===== src/rtl/lcdw_pkg.sv =====
package lcdw_pkg;

    typedef enum logic [2:0] {
        PH_IDLE,
        PH_SETUP,
        PH_EHIGH,
        PH_HOLD,
        PH_WAIT
    } phase_e;

    // Cycles covering a span of ns at hz, rounded up, never below one.
    function automatic longint unsigned ns_to_cyc(longint unsigned ns, longint unsigned hz);
        longint unsigned c;
        c = (ns * hz + 64'd999_999_999) / 64'd1_000_000_000;
        return (c == 0) ? 64'd1 : c;
    endfunction

    function automatic longint unsigned max3(longint unsigned a, longint unsigned b,
                                             longint unsigned c);
        longint unsigned m;
        m = (a > b) ? a : b;
        return (m > c) ? m : c;
    endfunction

endpackage


===== src/rtl/lcdw_timer.sv =====
module lcdw_timer #(
    parameter int W = 16
) (
    input  logic         clk,
    input  logic         rst_n,
    input  logic         load,
    input  logic [W-1:0] load_val,
    output logic         expired
);
    logic [W-1:0] cnt_d, cnt_q;

    always_comb begin
        cnt_d = cnt_q;
        if (load)
            cnt_d = load_val;
        else if (cnt_q != '0)
            cnt_d = cnt_q - 1'b1;
    end

    always_ff @(posedge clk or negedge rst_n) begin
        if (!rst_n) cnt_q <= '0;
        else        cnt_q <= cnt_d;
    end

    assign expired = (cnt_q == '0);

    // phase lengths depend on a steady one-per-cycle countdown
    a_r4_countdown: assert property (@(posedge clk) disable iff (!rst_n)
        (!load && cnt_q != '0) |=> (cnt_q == $past(cnt_q) - 1'b1));

endmodule


===== src/rtl/lcdw_wait_sel.sv =====
module lcdw_wait_sel #(
    parameter int          CNT_W    = 16,
    parameter int          WAIT_W   = 12,
    parameter logic [CNT_W-1:0] SHORT_M1 = '0,
    parameter logic [CNT_W-1:0] LONG_M1  = '0
) (
    input  logic              rs,
    input  logic [7:2]        cmd_top,
    input  logic              single,
    input  logic [WAIT_W-1:0] host_wait,
    output logic [CNT_W-1:0]  wait_m1
);
    logic slow_cmd;

    // Clear and return-home are the only commands with bits [7:2] all zero.
    assign slow_cmd = !rs && (cmd_top == 6'd0);

    always_comb begin
        if (single)
            wait_m1 = (host_wait == '0) ? '0 : CNT_W'(host_wait - 1'b1);
        else if (slow_cmd)
            wait_m1 = LONG_M1;
        else
            wait_m1 = SHORT_M1;
    end

endmodule


===== src/rtl/lcd_nibble_writer.sv =====
module lcd_nibble_writer #(
    parameter int unsigned CLK_HZ    = 50_000_000,
    parameter int unsigned E_HIGH_NS = 300,
    parameter int unsigned SETUP_NS  = 60,
    parameter int unsigned HOLD_NS   = 20,
    parameter int unsigned SHORT_US  = 50,
    parameter int unsigned LONG_US   = 2050,
    parameter int          WAIT_W    = 12
) (
    input  logic              clk,
    input  logic              rst_n,
    input  logic              req_valid,
    output logic              req_ready,
    input  logic              req_rs,
    input  logic [7:0]        req_byte,
    input  logic              req_single,
    input  logic [WAIT_W-1:0] req_wait,
    output logic              lcd_rs,
    output logic              lcd_rw,
    output logic              lcd_e,
    output logic [3:0]        lcd_d
);
    import lcdw_pkg::*;

    localparam longint unsigned EHI_CYC   = ns_to_cyc(64'(E_HIGH_NS), 64'(CLK_HZ));
    localparam longint unsigned SETUP_CYC = ns_to_cyc(64'(SETUP_NS), 64'(CLK_HZ));
    localparam longint unsigned HOLD_CYC  = ns_to_cyc(64'(HOLD_NS), 64'(CLK_HZ));
    localparam longint unsigned SHORT_CYC = ns_to_cyc(64'(SHORT_US) * 64'd1000, 64'(CLK_HZ));
    localparam longint unsigned LONG_CYC  = ns_to_cyc(64'(LONG_US) * 64'd1000, 64'(CLK_HZ));
    localparam longint unsigned MAX_CYC   = max3(max3(EHI_CYC, SETUP_CYC, HOLD_CYC),
                                                 SHORT_CYC, LONG_CYC);
    localparam int CYC_W = $clog2(MAX_CYC + 1);
    localparam int CNT_W = (CYC_W > WAIT_W) ? CYC_W : WAIT_W;

    localparam logic [CNT_W-1:0] EHI_M1   = CNT_W'(EHI_CYC - 1);
    localparam logic [CNT_W-1:0] SETUP_M1 = CNT_W'(SETUP_CYC - 1);
    localparam logic [CNT_W-1:0] HOLD_M1  = CNT_W'(HOLD_CYC - 1);
    localparam logic [CNT_W-1:0] SHORT_M1 = CNT_W'(SHORT_CYC - 1);
    localparam logic [CNT_W-1:0] LONG_M1  = CNT_W'(LONG_CYC - 1);

    typedef struct packed {
        phase_e           ph;
        logic             lo_half;
        logic             single;
        logic             rs;
        logic [3:0]       lo_nib;
        logic             e;
        logic [3:0]       d;
        logic [CNT_W-1:0] wait_m1;
    } eng_s;

    eng_s             s_d, s_q;
    logic             t_load;
    logic [CNT_W-1:0] t_val;
    logic             t_done;
    logic [CNT_W-1:0] sel_wait_m1;

    lcdw_wait_sel #(
        .CNT_W   (CNT_W),
        .WAIT_W  (WAIT_W),
        .SHORT_M1(SHORT_M1),
        .LONG_M1 (LONG_M1)
    ) u_wait_sel (
        .rs       (req_rs),
        .cmd_top  (req_byte[7:2]),
        .single   (req_single),
        .host_wait(req_wait),
        .wait_m1  (sel_wait_m1)
    );

    lcdw_timer #(.W(CNT_W)) u_timer (
        .clk     (clk),
        .rst_n   (rst_n),
        .load    (t_load),
        .load_val(t_val),
        .expired (t_done)
    );

    always_comb begin
        s_d    = s_q;
        t_load = 1'b0;
        t_val  = '0;
        unique case (s_q.ph)
            PH_IDLE: begin
                if (req_valid) begin
                    s_d.ph      = PH_SETUP;
                    s_d.rs      = req_rs;
                    s_d.single  = req_single;
                    s_d.lo_half = 1'b0;
                    s_d.d       = req_byte[7:4];
                    s_d.lo_nib  = req_byte[3:0];
                    s_d.wait_m1 = sel_wait_m1;
                    t_load      = 1'b1;
                    t_val       = SETUP_M1;
                end
            end
            PH_SETUP: begin
                if (t_done) begin
                    s_d.ph = PH_EHIGH;
                    s_d.e  = 1'b1;
                    t_load = 1'b1;
                    t_val  = EHI_M1;
                end
            end
            PH_EHIGH: begin
                if (t_done) begin
                    s_d.ph = PH_HOLD;
                    s_d.e  = 1'b0;
                    t_load = 1'b1;
                    t_val  = HOLD_M1;
                end
            end
            PH_HOLD: begin
                if (t_done) begin
                    t_load = 1'b1;
                    if (!s_q.lo_half && !s_q.single) begin
                        s_d.ph      = PH_SETUP;
                        s_d.lo_half = 1'b1;
                        s_d.d       = s_q.lo_nib;
                        t_val       = SETUP_M1;
                    end else begin
                        s_d.ph = PH_WAIT;
                        t_val  = s_q.wait_m1;
                    end
                end
            end
            PH_WAIT: begin
                if (t_done) s_d.ph = PH_IDLE;
            end
            default: s_d.ph = PH_IDLE;
        endcase
    end

    always_ff @(posedge clk or negedge rst_n) begin
        if (!rst_n) s_q <= '{ph: PH_IDLE, default: '0};
        else        s_q <= s_d;
    end

    assign req_ready = (s_q.ph == PH_IDLE);
    assign lcd_rs    = s_q.rs;
    assign lcd_rw    = 1'b0;
    assign lcd_e     = s_q.e;
    assign lcd_d     = s_q.d;

    // Checker state: length of the current enable pulse.
    logic [CNT_W-1:0] e_run_q;
    always_ff @(posedge clk or negedge rst_n) begin
        if (!rst_n)     e_run_q <= '0;
        else if (lcd_e) e_run_q <= e_run_q + 1'b1;
        else            e_run_q <= '0;
    end

    a_r1_accept_drops_ready: assert property (@(posedge clk) disable iff (!rst_n)
        (req_valid && req_ready) |=> !req_ready);

    a_r2_e_low_when_idle: assert property (@(posedge clk) disable iff (!rst_n)
        req_ready |-> !lcd_e);

    a_r3_pulse_width: assert property (@(posedge clk) disable iff (!rst_n)
        $fell(lcd_e) |-> (e_run_q == CNT_W'(EHI_CYC)));

    a_r4_rs_steady_at_rise: assert property (@(posedge clk) disable iff (!rst_n)
        $rose(lcd_e) |-> $stable(lcd_rs) && $stable(lcd_d));

    a_r4_bus_steady_high: assert property (@(posedge clk) disable iff (!rst_n)
        (lcd_e && $past(lcd_e)) |-> ($stable(lcd_d) && $stable(lcd_rs)));

    a_r4_data_at_fall: assert property (@(posedge clk) disable iff (!rst_n)
        $fell(lcd_e) |-> $stable(lcd_d));

endmodule


===== config.mk =====
export PLATFORM = sky130hd
export DESIGN_NAME = lcd_nibble_writer
export DESIGN_NICKNAME = d
export VERILOG_FILES = /design/src/rtl/lcdw_pkg.sv /design/src/rtl/lcdw_timer.sv /design/src/rtl/lcdw_wait_sel.sv /design/src/rtl/lcd_nibble_writer.sv
export SDC_FILE = /design/constraint.sdc
export NUM_CORES = 1
export LEC_CHECK = 0
export ABC_AREA = 1
export CAP_MARGIN = 20
export CELL_PAD_IN_SITES_DETAIL_PLACEMENT = 0
export CELL_PAD_IN_SITES_GLOBAL_PLACEMENT = 1
export CORE_ASPECT_RATIO = 1.75
export CORE_MARGIN = 3
export CORE_UTILIZATION = 37
export DETAILED_ROUTE_END_ITERATION = 10
export MAX_ROUTING_LAYER = met4
export PLACE_DENSITY = 0.79
export SKIP_LAST_GASP = 1
export SLEW_MARGIN = 20
export SYNTH_ARGS = -nofsm -noshare
export SYNTH_HDL_FRONTEND = slang
export SYNTH_SLANG_ARGS = --single-unit
export TNS_END_PERCENT = 1

===== constraint.sdc =====
create_clock -name clk -period 1.5 [get_ports clk]
set_input_delay 0.3 -clock clk [delete_from_list [all_inputs] [get_ports clk]]
set_output_delay 0.3 -clock clk [all_outputs]
set_load 0.02 [all_outputs]

Word-level counts from Yosys, hierarchy flattened
Cells that the tools add are included.

storage, ports and cells
  bits in registers = 49
  input port bits = 25
  logic and storage cells = 68

cells by class
  $add $sub $neg = 2
  equality and inequality tests = 10
  multiplexer cells = 29
  reductions and logical operators = 18

operator list
  kind                                                                    count
  17-bit 2-to-1 mux                                                       7
  17-bit one-hot mux with 3 select lines                                  1
  21-bit 2-to-1 mux                                                       1
  17-bit zero test                                                        1
  17-bit nonzero test                                                     1
  17-bit by 1-bit subtractor with 17-bit output (second input constant)   1
  4-bit 2-to-1 mux                                                        4
  3-bit one-hot mux with 5 select lines                                   1
  12-bit by 1-bit subtractor with 13-bit output (second input constant)   1
  12-bit zero test                                                        1
  3-bit 2-to-1 mux                                                        4
  2-bit != test (second input constant)                                   6
  10-bit 2-to-1 mux                                                       1
  4-bit one-hot mux with 2 select lines                                   1
  3-bit by 2-bit equality test with 1-bit output (second input constant)  2
  6-bit zero test                                                         1
  1-bit one-hot mux with 2 select lines                                   3
  2-bit nonzero test                                                      3
  1-bit 2-to-1 mux                                                        5
  5-bit AND reduction                                                     1
  4-bit AND reduction                                                     1
  3-bit by 1-bit equality test with 1-bit output (second input constant)  1
  3-bit equality test (second input constant)                             1
  1-bit zero test                                                         3
  other kinds (6)                                                         7

Depth between registers and ports, before layout
Gate-level depths: netlist of run 1.

  depth in word-level cells = 6
  mapped depth = 11
  mapped depth without buffers = 11

By module
From an unflattened synthesis of run 1, not the netlist that was laid out.

second synthesis, totals
  cells, all modules = 466
  area total of the unflattened synthesis = 3340.7 um2

by module, submodules not included
  module             times used  cells an instance  area an instance (um2)  seq. area each (um2)
  lcd_nibble_writer  1           215                1749.2                  800.8
  lcdw_timer         1           170                1181.1                  425.4
  lcdw_wait_sel      1           81                 410.4                   0.0

Worst setup path before layout of run 1
OpenSTA, ideal clock, no wires.

  path type = reg-to-reg
  start point = register u_timer.cnt_q[0]
  end point = register u_timer.cnt_q[0]
  library setup time = 0.117 ns
  data arrival time = 1.392 ns
  data required time = 1.383 ns
  setup slack = -0.009 ns
  cell stages (with the launch flop) = 12
  clock period less this slack = 1.509 ns
  cell sequence = dfrtp_1 > inv_1 > ha_1 > nand3_1 > nor2_1 > nand3_1 > nand2_2 > inv_2 > nand2_1 > inv_2 > nand2_1 > nand2_1

between the ends
  longest elaborated chain between the ends = 4
  elaborated cells between the ends (all ways) = 10

ends and longest elaborated chain
  what                                                                                   line              text
  from (decl)                                                                            lcdw_timer.sv:10  logic [W-1:0] cnt_d, cnt_q;
  from (signal assigned)                                                                 lcdw_timer.sv:22  else cnt_q <= cnt_d;
  branches (longest 4 deep; another with 17-bit by 1-bit subtractor with 17-bit output)  -

Several ways; the timed one is not identified. The select of a mux whose other input is x is not followed.
A chain may end at the register's enable or synchronous reset.

Worst setup path after layout of run 1
  start point = register u_timer.cnt_q[7]
  end point = register u_timer.cnt_q[16]

Same word-level chain as after synthesis.

==> results of run 1 <==
==> kinds of logic after synthesis <==
| family | share of synthesized area |
|---|---|
| other | 0.00129 |
| XOR/XNOR | 0.0602 |
| buffers and inverters | 0.0886 |
| AO/OA/AOI/OAI | 0.111 |
| flip-flops | 0.396 |
| adder cells (fa/ha/maj) | 0.0172 |
| AND/OR/NAND/NOR | 0.326 |
==> layout make-up <==
class	count	area, um2	share of cell area
clock buffer	6	139	0.0319
sequential	46	1150	0.265
tap	88	110	0.0253
multi-input combinational	299	1660	0.382
timing repair buffer	129	1090	0.250
inverter	47	186	0.0428
clock inverter	2	12.5	0.00287
==> flip-flops by register name (all words and copies together) (netlist names) <==
register / cells
lcd_e: 1
lcd_rs: 1
u_timer.cnt_q: 17
s_q: 23
lcd_d: 4
==> worst reg2reg max path, cell delays in order, from the launching register on <==
cell and delay, ns:
dfrtp_1 0.38, nor2_2 0.16, nand2_2 0.14, buf_4 0.18, nor2_1 0.12, nand3_2 0.14, inv_2 0.09, nand2_1 0.12
a21oi_1 0.17
==> metal layers <==
metal,GRT usage,share of wire,wire (um)
met1,0.171,0.34,2800
met2,0.382,0.59,4830
met3,0.0244,0.018,151
met4,0.105,0.048,393
met5,-,0,0
==> final timing paths <==
check / startpoint / slack [ns] / cells after the start / end
max in group asynchronous: rst_n / 0.74 / 3 / u_timer.cnt_q[2]$_DFFE_PN0P_
min in group asynchronous: rst_n / 0.52 / 3 / u_timer.cnt_q[14]$_DFFE_PN0P_
min reg2reg: lcd_d[0]$_DFFE_PN0P_ / 0.47 / 2 / lcd_d[0]$_DFFE_PN0P_
max: u_timer.cnt_q[7]$_DFFE_PN0P_ / -0.08 / 8 / u_timer.cnt_q[16]$_DFFE_PN0P_
min: lcd_d[0]$_DFFE_PN0P_ / 0.47 / 2 / lcd_d[0]$_DFFE_PN0P_
max reg2reg: u_timer.cnt_q[7]$_DFFE_PN0P_ / -0.08 / 8 / u_timer.cnt_q[16]$_DFFE_PN0P_
==> cells in the mapped netlist <==
cell       number  share of area
o2111ai_1       2         0.0060
inv_2           7         0.0090
nor2_2          4         0.0086
ha_1            4          0.017
nand4_1         8          0.017
and3_1          1         0.0022
nand2_2         5          0.011
or2_2           2         0.0043
a21boi_0        1         0.0026
inv_1          38          0.049
nand2_1       111           0.14
nor3_1          4         0.0069
xnor2_1         9          0.027
clkbuf_1        1         0.0013
buf_6           2         0.0077
a21oi_1        20          0.034
o21ai_0        23          0.040
nand3b_1        1         0.0026
dfrtp_1        46           0.40
nor2_1         52          0.067
a21oi_4         1         0.0056
inv_4           2         0.0043
o21ai_1         4         0.0069
buf_2           1         0.0017
a21oi_2         1         0.0030
a31oi_1         1         0.0022
nand3_2         1         0.0034
nand3_1        24          0.041
nor2_8          1         0.0069
buf_4           6          0.015
conb_1          1         0.0013
xor2_1         11          0.033
a22oi_1         1         0.0026
o211ai_1        3         0.0077
nor2_4          3          0.012
==> repair_timing <==
action / CTS / global route
resized for setup: 24 / 42
buffers inserted: 3 / 9
hold buffers: 1 / 0
pin swaps: 7 / 22
hold endpoints to repair: 21 / 0
endpoints found under the setup margin: 43 / 50
cloned: 0 / 0
==> through the flow <==
stage	instances	TNS (ns)	worst slack (ns)	total power, mW	utilization
final	617	-0.919	-0.0829	8.44	0.571
after global routing	617	-4.26	-0.147	9.11	0.571
after CTS	608	-1.49	-0.0710	7.88	0.545
after detailed placement	596	-7.51	-0.388	6.52	0.512
after global placement	596	-6.71	-0.377	6.45	0.512
after floorplan	402	0	0.0156	4.58	-
==> cell usage in the layout (no fill, tap or decap), drive strengths merged, types with 2 or more instances in the layout <==
cell type	synthesis	layout
o2111ai	2	2
nor2	60	60
xnor2	9	9
nand3	25	25
clkdlybuf4s50	0	28
clkbuf	1	6
nand4	8	8
ha	4	4
inv	47	47
buf	9	98
xor2	11	11
dfrtp	46	46
o211ai	3	3
a21oi	22	22
or2	2	2
nor3	4	4
nand2	116	116
o21ai	27	27
==> power groups by stage <==
stage	clock network, mW	registers (mW)	logic [mW]
final	1.12	2.10	5.22
after floorplan	0	2.09	2.50
after global routing	1.19	2.16	5.76
after global placement	0	2.07	4.38
after CTS	1.14	2.08	4.65
after detailed placement	0	2.09	4.44
==> results.yml, run 1 <==
die:
  die_area_mm2: 0.00900
  io-pin-count: 33
  core-area_mm2: 0.00762
  die_w_um: 73.0
  die_y_um: 123
  start_util: 0.382
  rows: 42
clocking:
  cts_tree: "done"
  cts-root-buf: "clkbuf_16"
  numCtsBuffers: 5
  clock-sinks: 46
  clock_latency_ns: 0.29
  h-tree-depth: 2
  cts.clk_slew.worst_paths_ns: 0.06
  cts_buffer_depth: 2
place:
  portBuffers: 31
  routabilityCongestion: 0.935
  dp_hpwl_um: 6560
  dpl_cell_area_mm2: 0.00390
grt:
  grt_pass1_vias: 3013
  antenna_found_initial: 0
  grt_max_degree: 47
  grt_pass1_wl_um: 13000
  grt_use_total: 0.195
  grt-ovfl-total: 0
timing:
  max_freq_mhz: 632
  setup_ws_ns: -0.0829
  finalSetupViolCount: 23
  period_minus_slack_ns: 1.58
  drv_slew: 0
  hold_slack_ns: 0.469
  period_share: 1.06
  rsz0062_at_grt: "yes"
  skew_ns: 0.00638
  hold_viol: 0
drt:
  ant_nets: 0
  viasPerCell: 4.81
  dr.pass1.iters: 4
  route.vias.total: 2969
  wl_per_cell_um: 13.3
  drc_errors: 0
  routed_wl_um: 8180
  dr.first_iter.drc_count: 118
worst_setup_path:
  critPathSlowestCell: "dfrtp_1"
  worstPathRequired_ns: 1.71
  path_cells: "nor2_2, nand2_2, buf_4, nor2_1, nand3_2, inv_2, nand2_1, a21oi_1"
  slowest_delay_ns: 0.38
  worstSetupPathType: "reg2reg"
  worst-path-buf-inv: 2
  critical_path.max_fanout: 4
  cp.arrival_ns: 1.80
  critPathTopFamily: "simple AND/OR/NAND/NOR gates"
  end_kind: "flop"
  startpoint_type: "flop"
power:
  share_comb_of_total_power: 0.618
  pwr-share-clk: 0.133
  p_leak_nw: 2.15
  p_per_area_mw_per_mm2: 1940
  cell_internal_pwr_mw: 4.87
  power.share.sequential: 0.249
  power.net_switching_mw: 3.57
  irDropWorstVdd_mv: 1.02
  swShare: 0.423
layout:
  nFillCells: 690
  area_growth_pct: 49.7
  num-nets-final: 557
  diodes: 0
  final_area_mm2: 0.00435
  final_layout_size_suffix_gt1_frac: 0.323
synthesis:
  avgSynthCellArea_um2: 7.23
  synth_cell_types: 35
  synthCells: 402
  ys_seq_area_frac: 0.396
  synth_nets: 431
  synth_area_mm2: 0.00291
  synth-seq-cells: 46
  yosys_warnings: 0
hold_path:
  min_path_type: "reg2reg"
outcome:
  status: "complete, but fails checks"
  violations: "setup timing"
flow_run:
  cap_viol_max_count: 0
Note: power is estimated with default switching activity, not from simulation.
==> run 2, diff against run 1 <==
- GPL_ROUTABILITY_DRIVEN: unset -> 0
- SETUP_SLACK_MARGIN: unset -> 0.3
==> results.yml, run 2 (synthesized netlist as in run 1, its figures left out) <==
outcome:
  status: "complete, but fails checks"
  violations: "setup timing"
worst_setup_path:
  path_cells: "inv_2, ha_4, nand3_2, nor2_4, nand3_2, nand2_4, inv_4, buf_12, nand2_1, a21oi_2"
  critical_path.max_fanout: 12
  worstPathRequired_ns: 1.68
  worst-path-buf-inv: 3
  end_kind: "flop"
  startpoint_type: "flop"
  r2r_cells: 10
  crit_path_frequent_cell: "nand3_2"
  critPathTopFamily: "simple AND/OR/NAND/NOR gates"
  worstSetupPathType: "reg2reg"
  cp.arrival_ns: 1.72
  critPathSlowestCell: "dfrtp_1"
  r2r_slack_ns: -0.04
  worstReg2RegStart: "u_timer.cnt_q[0]$_DFFE_PN0P_"
  slowest_delay_ns: 0.39
  r2r-end: "u_timer.cnt_q[16]$_DFFE_PN0P_"
layout:
  diodes: 0
  num-nets-final: 542
  final_area_mm2: 0.00419
  area_growth_pct: 44.0
  final_layout_size_suffix_gt1_frac: 0.276
  largest_reg_flops: 23
  most-common-layout-cells: "nand2_1, buf_4, nor2_1, dfrtp_1, inv_1"
  fin_util: 0.550
  layout_commonest_cell: "nand2_1"
  instances_no_fill: 602
  largest_register: "s_q"
  nFillCells: 716
grt:
  grt_pass1_wl_um: 14200
  grt_use_total: 0.212
  grt_pass1_vias: 3006
  antenna_found_initial: 0
  grt-ovfl-total: 0
  grt_max_degree: 47
clocking:
  cts.clk_slew.worst_paths_ns: 0.06
  h-tree-depth: 2
  numCtsBuffers: 5
  cts_tree: "done"
  clock_latency_ns: 0.29
  clock-sinks: 46
  cts_buffer_depth: 2
  cts-root-buf: "clkbuf_16"
drt:
  drc_errors: 0
  dr.first_iter.drc_count: 118
  routed_wl_um: 8260
  route.vias.total: 2897
  wl_per_cell_um: 13.7
  viasPerCell: 4.81
  dr.pass1.iters: 4
  ant_nets: 0
timing:
  setup_ws_ns: -0.0392
  period_minus_slack_ns: 1.54
  rsz0062_at_grt: "yes"
  finalSetupViolCount: 23
  fin_setup_tns_ns: -0.530
  drv_slew: 0
  max_freq_mhz: 650
  skew_ns: 0.00705
  hold_viol: 0
  period_share: 1.03
  hold_slack_ns: 0.469
power:
  power_mw: 8.07
  irDropWorstVdd_mv: 0.983
  p_leak_nw: 2.09
  p_per_area_mw_per_mm2: 1930
hold_path:
  whs_endpoint: "lcd_d[2]$_DFFE_PN0P_"
  min_path_type: "reg2reg"
  hold_path.startpoint: "lcd_d[2]$_DFFE_PN0P_"
  holdPathStages: 2
die:
  die_area_mm2: 0.00900
  die_y_um: 123
  die_w_um: 73.0
  io-pin-count: 33
  rows: 42
  start_util: 0.382
  core-area_mm2: 0.00762
place:
  post-place-ws_ns: -0.302
  dpl_cell_area_mm2: 0.00391
  dp_hpwl_um: 6620
  portBuffers: 31
  dp.cells: 591
flow_run:
  cap_viol_max_count: 0
==> run 2: cell count changes in the layout (fill, tap and decap cells not counted), moves of 3 or more <==
cell and change:
buf_4 -11, dlygate4sd2_1 +5, nand2_1 +4, nand2_4 -3
nor2_1 +4, nor2_4 -3, buf_6 -6, clkdlybuf4s50_1 -5
==> run 2: worst register-to-register path, cell delays in order (launching register included) <==
cell,delay (ns)
dfrtp_1,0.39
inv_2,0.10
ha_4,0.16
nand3_2,0.10
nor2_4,0.14
nand3_2,0.11
nand2_4,0.12
inv_4,0.05
buf_12,0.13
nand2_1,0.08
a21oi_2,0.06
==> run 2: layout make-up <==
class	count	area, um2	share of cell area
multi-input combinational	299	1600	0.383
sequential	46	1150	0.275
timing repair buffer	114	973	0.232
inverter	47	186	0.0445
clock buffer	7	133	0.0317
tap	88	110	0.0263
clock inverter	1	30.0	0.00717
==> run 2: how the worst max path moves through the flow <==
stage                                 start                            end  slack (ns)  cells after the start
3_3_place_gp                    req_wait[4]             s_q[9]$_DFFE_PN0P_       -0.27                      7
3_5_place_dp                    req_wait[0]            s_q[10]$_DFFE_PN0P_       -0.30                      8
2_1_floorplan  u_timer.cnt_q[0]$_DFFE_PN0P_  u_timer.cnt_q[12]$_DFFE_PN0P_        0.05                     10
5_1_grt        u_timer.cnt_q[0]$_DFFE_PN0P_   u_timer.cnt_q[7]$_DFFE_PN0P_       -0.19                     11
6_report       u_timer.cnt_q[0]$_DFFE_PN0P_  u_timer.cnt_q[16]$_DFFE_PN0P_       -0.04                     10
4_1_cts        u_timer.cnt_q[0]$_DFFE_PN0P_   u_timer.cnt_q[7]$_DFFE_PN0P_       -0.04                     11
==> run 2: timing repair <==
item,CTS,global route
hold endpoints to repair,25,0
hold buffers,1,0
resized for setup,36,3
pin swaps,13,1
buffers inserted,1,1
endpoints found under the setup margin,53,53
==> run 2: routing by layer <==
layer	wire length (um)	vias to the layer above	global-route usage
li1	-	1509	-
met1	2860	1329	0.205
met2	4940	43	0.405
met3	156	16	0.0236
met4	303	0	0.0947
met5	0	-	-
==> run 2: power breakdown <==
part | leakage [nW] | switching (mW) | internal [mW]
combinational | 1.44 | 2.62 | 2.12
sequential | 0.580 | 0.313 | 1.77
clock | 0.0781 | 0.460 | 0.788
==> run 3, diff against run 2 <==
- CELL_PAD_IN_SITES_GLOBAL_PLACEMENT: 1 -> 2
- CORE_UTILIZATION: 37 -> 29
- CTS_CLUSTER_SIZE: unset -> 30
- REMOVE_ABC_BUFFERS: unset -> 1
==> results.yml, run 3 (synthesized netlist as in run 1, its figures left out) <==
clocking:
  numCtsBuffers: 5
  cts.clk_slew.worst_paths_ns: 0.06
  cts-root-buf: "clkbuf_16"
  clock_latency_ns: 0.29
  clock-sinks: 46
  cts_buffer_depth: 2
  h-tree-depth: 2
  cts_tree: "done"
layout:
  most-common-layout-cells: "nand2_1, buf_4, dfrtp_1, nor2_1, inv_1"
  multiInputGateArea_mm2: 0.00167
  num-nets-final: 557
  regArea_mm2: 0.00115
  nFillCells: 1022
  largest_register: "s_q"
  layout_commonest_cell: "nand2_1"
  diodes: 0
  instances_no_fill: 651
  final_layout_size_suffix_gt1_frac: 0.316
  largest_reg_flops: 23
  fin_util: 0.456
  area_growth_pct: 51.2
die:
  die_area_mm2: 0.0113
  start_util: 0.302
  core-area_mm2: 0.00964
  die_y_um: 138
  io-pin-count: 33
  die_w_um: 81.7
  rows: 47
drt:
  ant_nets: 0
  route.vias.total: 2917
  routed_wl_um: 8490
  drc_errors: 0
  dr.first_iter.drc_count: 135
  viasPerCell: 4.48
  dr.pass1.iters: 4
  wl_per_cell_um: 13.0
worst_setup_path:
  crit_start: "u_timer.cnt_q[1]$_DFFE_PN0P_"
  r2r_cells: 9
  worstPathRequired_ns: 1.66
  r2r_slack_ns: -0.08
  r2r-end: "s_q[31]$_DFFE_PN0P_"
  critical_path.max_fanout: 9
  worstReg2RegStart: "u_timer.cnt_q[1]$_DFFE_PN0P_"
  cp.arrival_ns: 1.74
  worstSetupPathType: "reg2reg"
  end_kind: "flop"
  startpoint_type: "flop"
grt:
  grt_use_total: 0.166
  antenna_found_initial: 0
  grt_pass1_vias: 3025
  grt-ovfl-total: 0
  grt_pass1_wl_um: 13900
  grt_max_degree: 47
flow_run:
  cap_viol_max_count: 0
timing:
  period_minus_slack_ns: 1.58
  period_share: 1.05
  rsz0062_at_grt: "yes"
  finalSetupViolCount: 34
  max_freq_mhz: 634
  hold_viol: 0
  setup_ws_ns: -0.0780
  skew_ns: 0.00414
  drv_slew: 0
  fin_setup_tns_ns: -1.07
power:
  p_per_area_mw_per_mm2: 1890
  power_mw: 8.30
  irDropWorstVdd_mv: 0.912
  p_leak_nw: 2.16
hold_path:
  whs_endpoint: "s_q[25]$_DFFE_PN0P_"
  holdPathStages: 2
  hold_path.startpoint: "s_q[25]$_DFFE_PN0P_"
  min_path_type: "reg2reg"
place:
  post-place-ws_ns: -0.340
  portBuffers: 31
  dp_hpwl_um: 6920
  dp.cells: 633
outcome:
  violations: "setup timing"
  status: "complete, but fails checks"
-- run 3: final cells by class --
class,count,area share
Clock buffer,6,0.0316
Sequential cell,46,0.262
Clock inverter,2,0.00284
Multi-Input combinational cell,299,0.380
Inverter,47,0.0418
Timing Repair Buffer,129,0.247
Tap cell,122,0.0347
-- run 3: what timing repair did --
item / in CTS / in global routing
setup buffers: 4 / 5
gates resized for setup: 39 / 16
hold buffers: 1 / 0
pin swaps: 14 / 14
setup endpoints to repair: 53 / 53
endpoints found under the hold margin: 15 / 0
-- run 3: how the worst max path moves through the flow --
stage,end
floorplan,u_timer.cnt_q[0]$_DFFE_PN0P_
global placement,s_q[10]$_DFFE_PN0P_
detailed placement,s_q[10]$_DFFE_PN0P_
CTS,u_timer.cnt_q[14]$_DFFE_PN0P_
global route,u_timer.cnt_q[9]$_DFFE_PN0P_
finish,s_q[31]$_DFFE_PN0P_
-- run 3: where the power goes --
group          switching (mW)  leakage, nW  total, mW  internal (mW)
registers               0.283        0.582       2.05           1.77
clock network           0.469       0.0729       1.13          0.660
logic                    2.76         1.50       5.12           2.36
-- run 3: per-stage QoR --
step                      hold slack (ns)  cell area [um2]
after CTS                           0.471             4310
after detailed placement            0.306             3990
final                               0.468             4400
after global placement              0.306             3990
after floorplan                   0.00441             2830
after global routing                0.494             4400
-- run 3: critical path: stages (launching register included) --
cell and delay, ns:
dfrtp_1 0.36, inv_2 0.05, ha_4 0.18, nand3_4 0.09, nor2_4 0.04, buf_4 0.14
nand2_4 0.13, o21ai_0 0.11, a21oi_1 0.24, o21ai_0 0.12
-- run 3: per-layer routing --
metal	track usage	wire, um	part of all wire	vias to the layer above
li1	-	-	-	1534
met4	0.0823	415	0.049	0
met5	-	0	0	-
met3	0.0195	169	0.020	21
met1	0.160	3070	0.36	1319
met2	0.309	4830	0.57	43
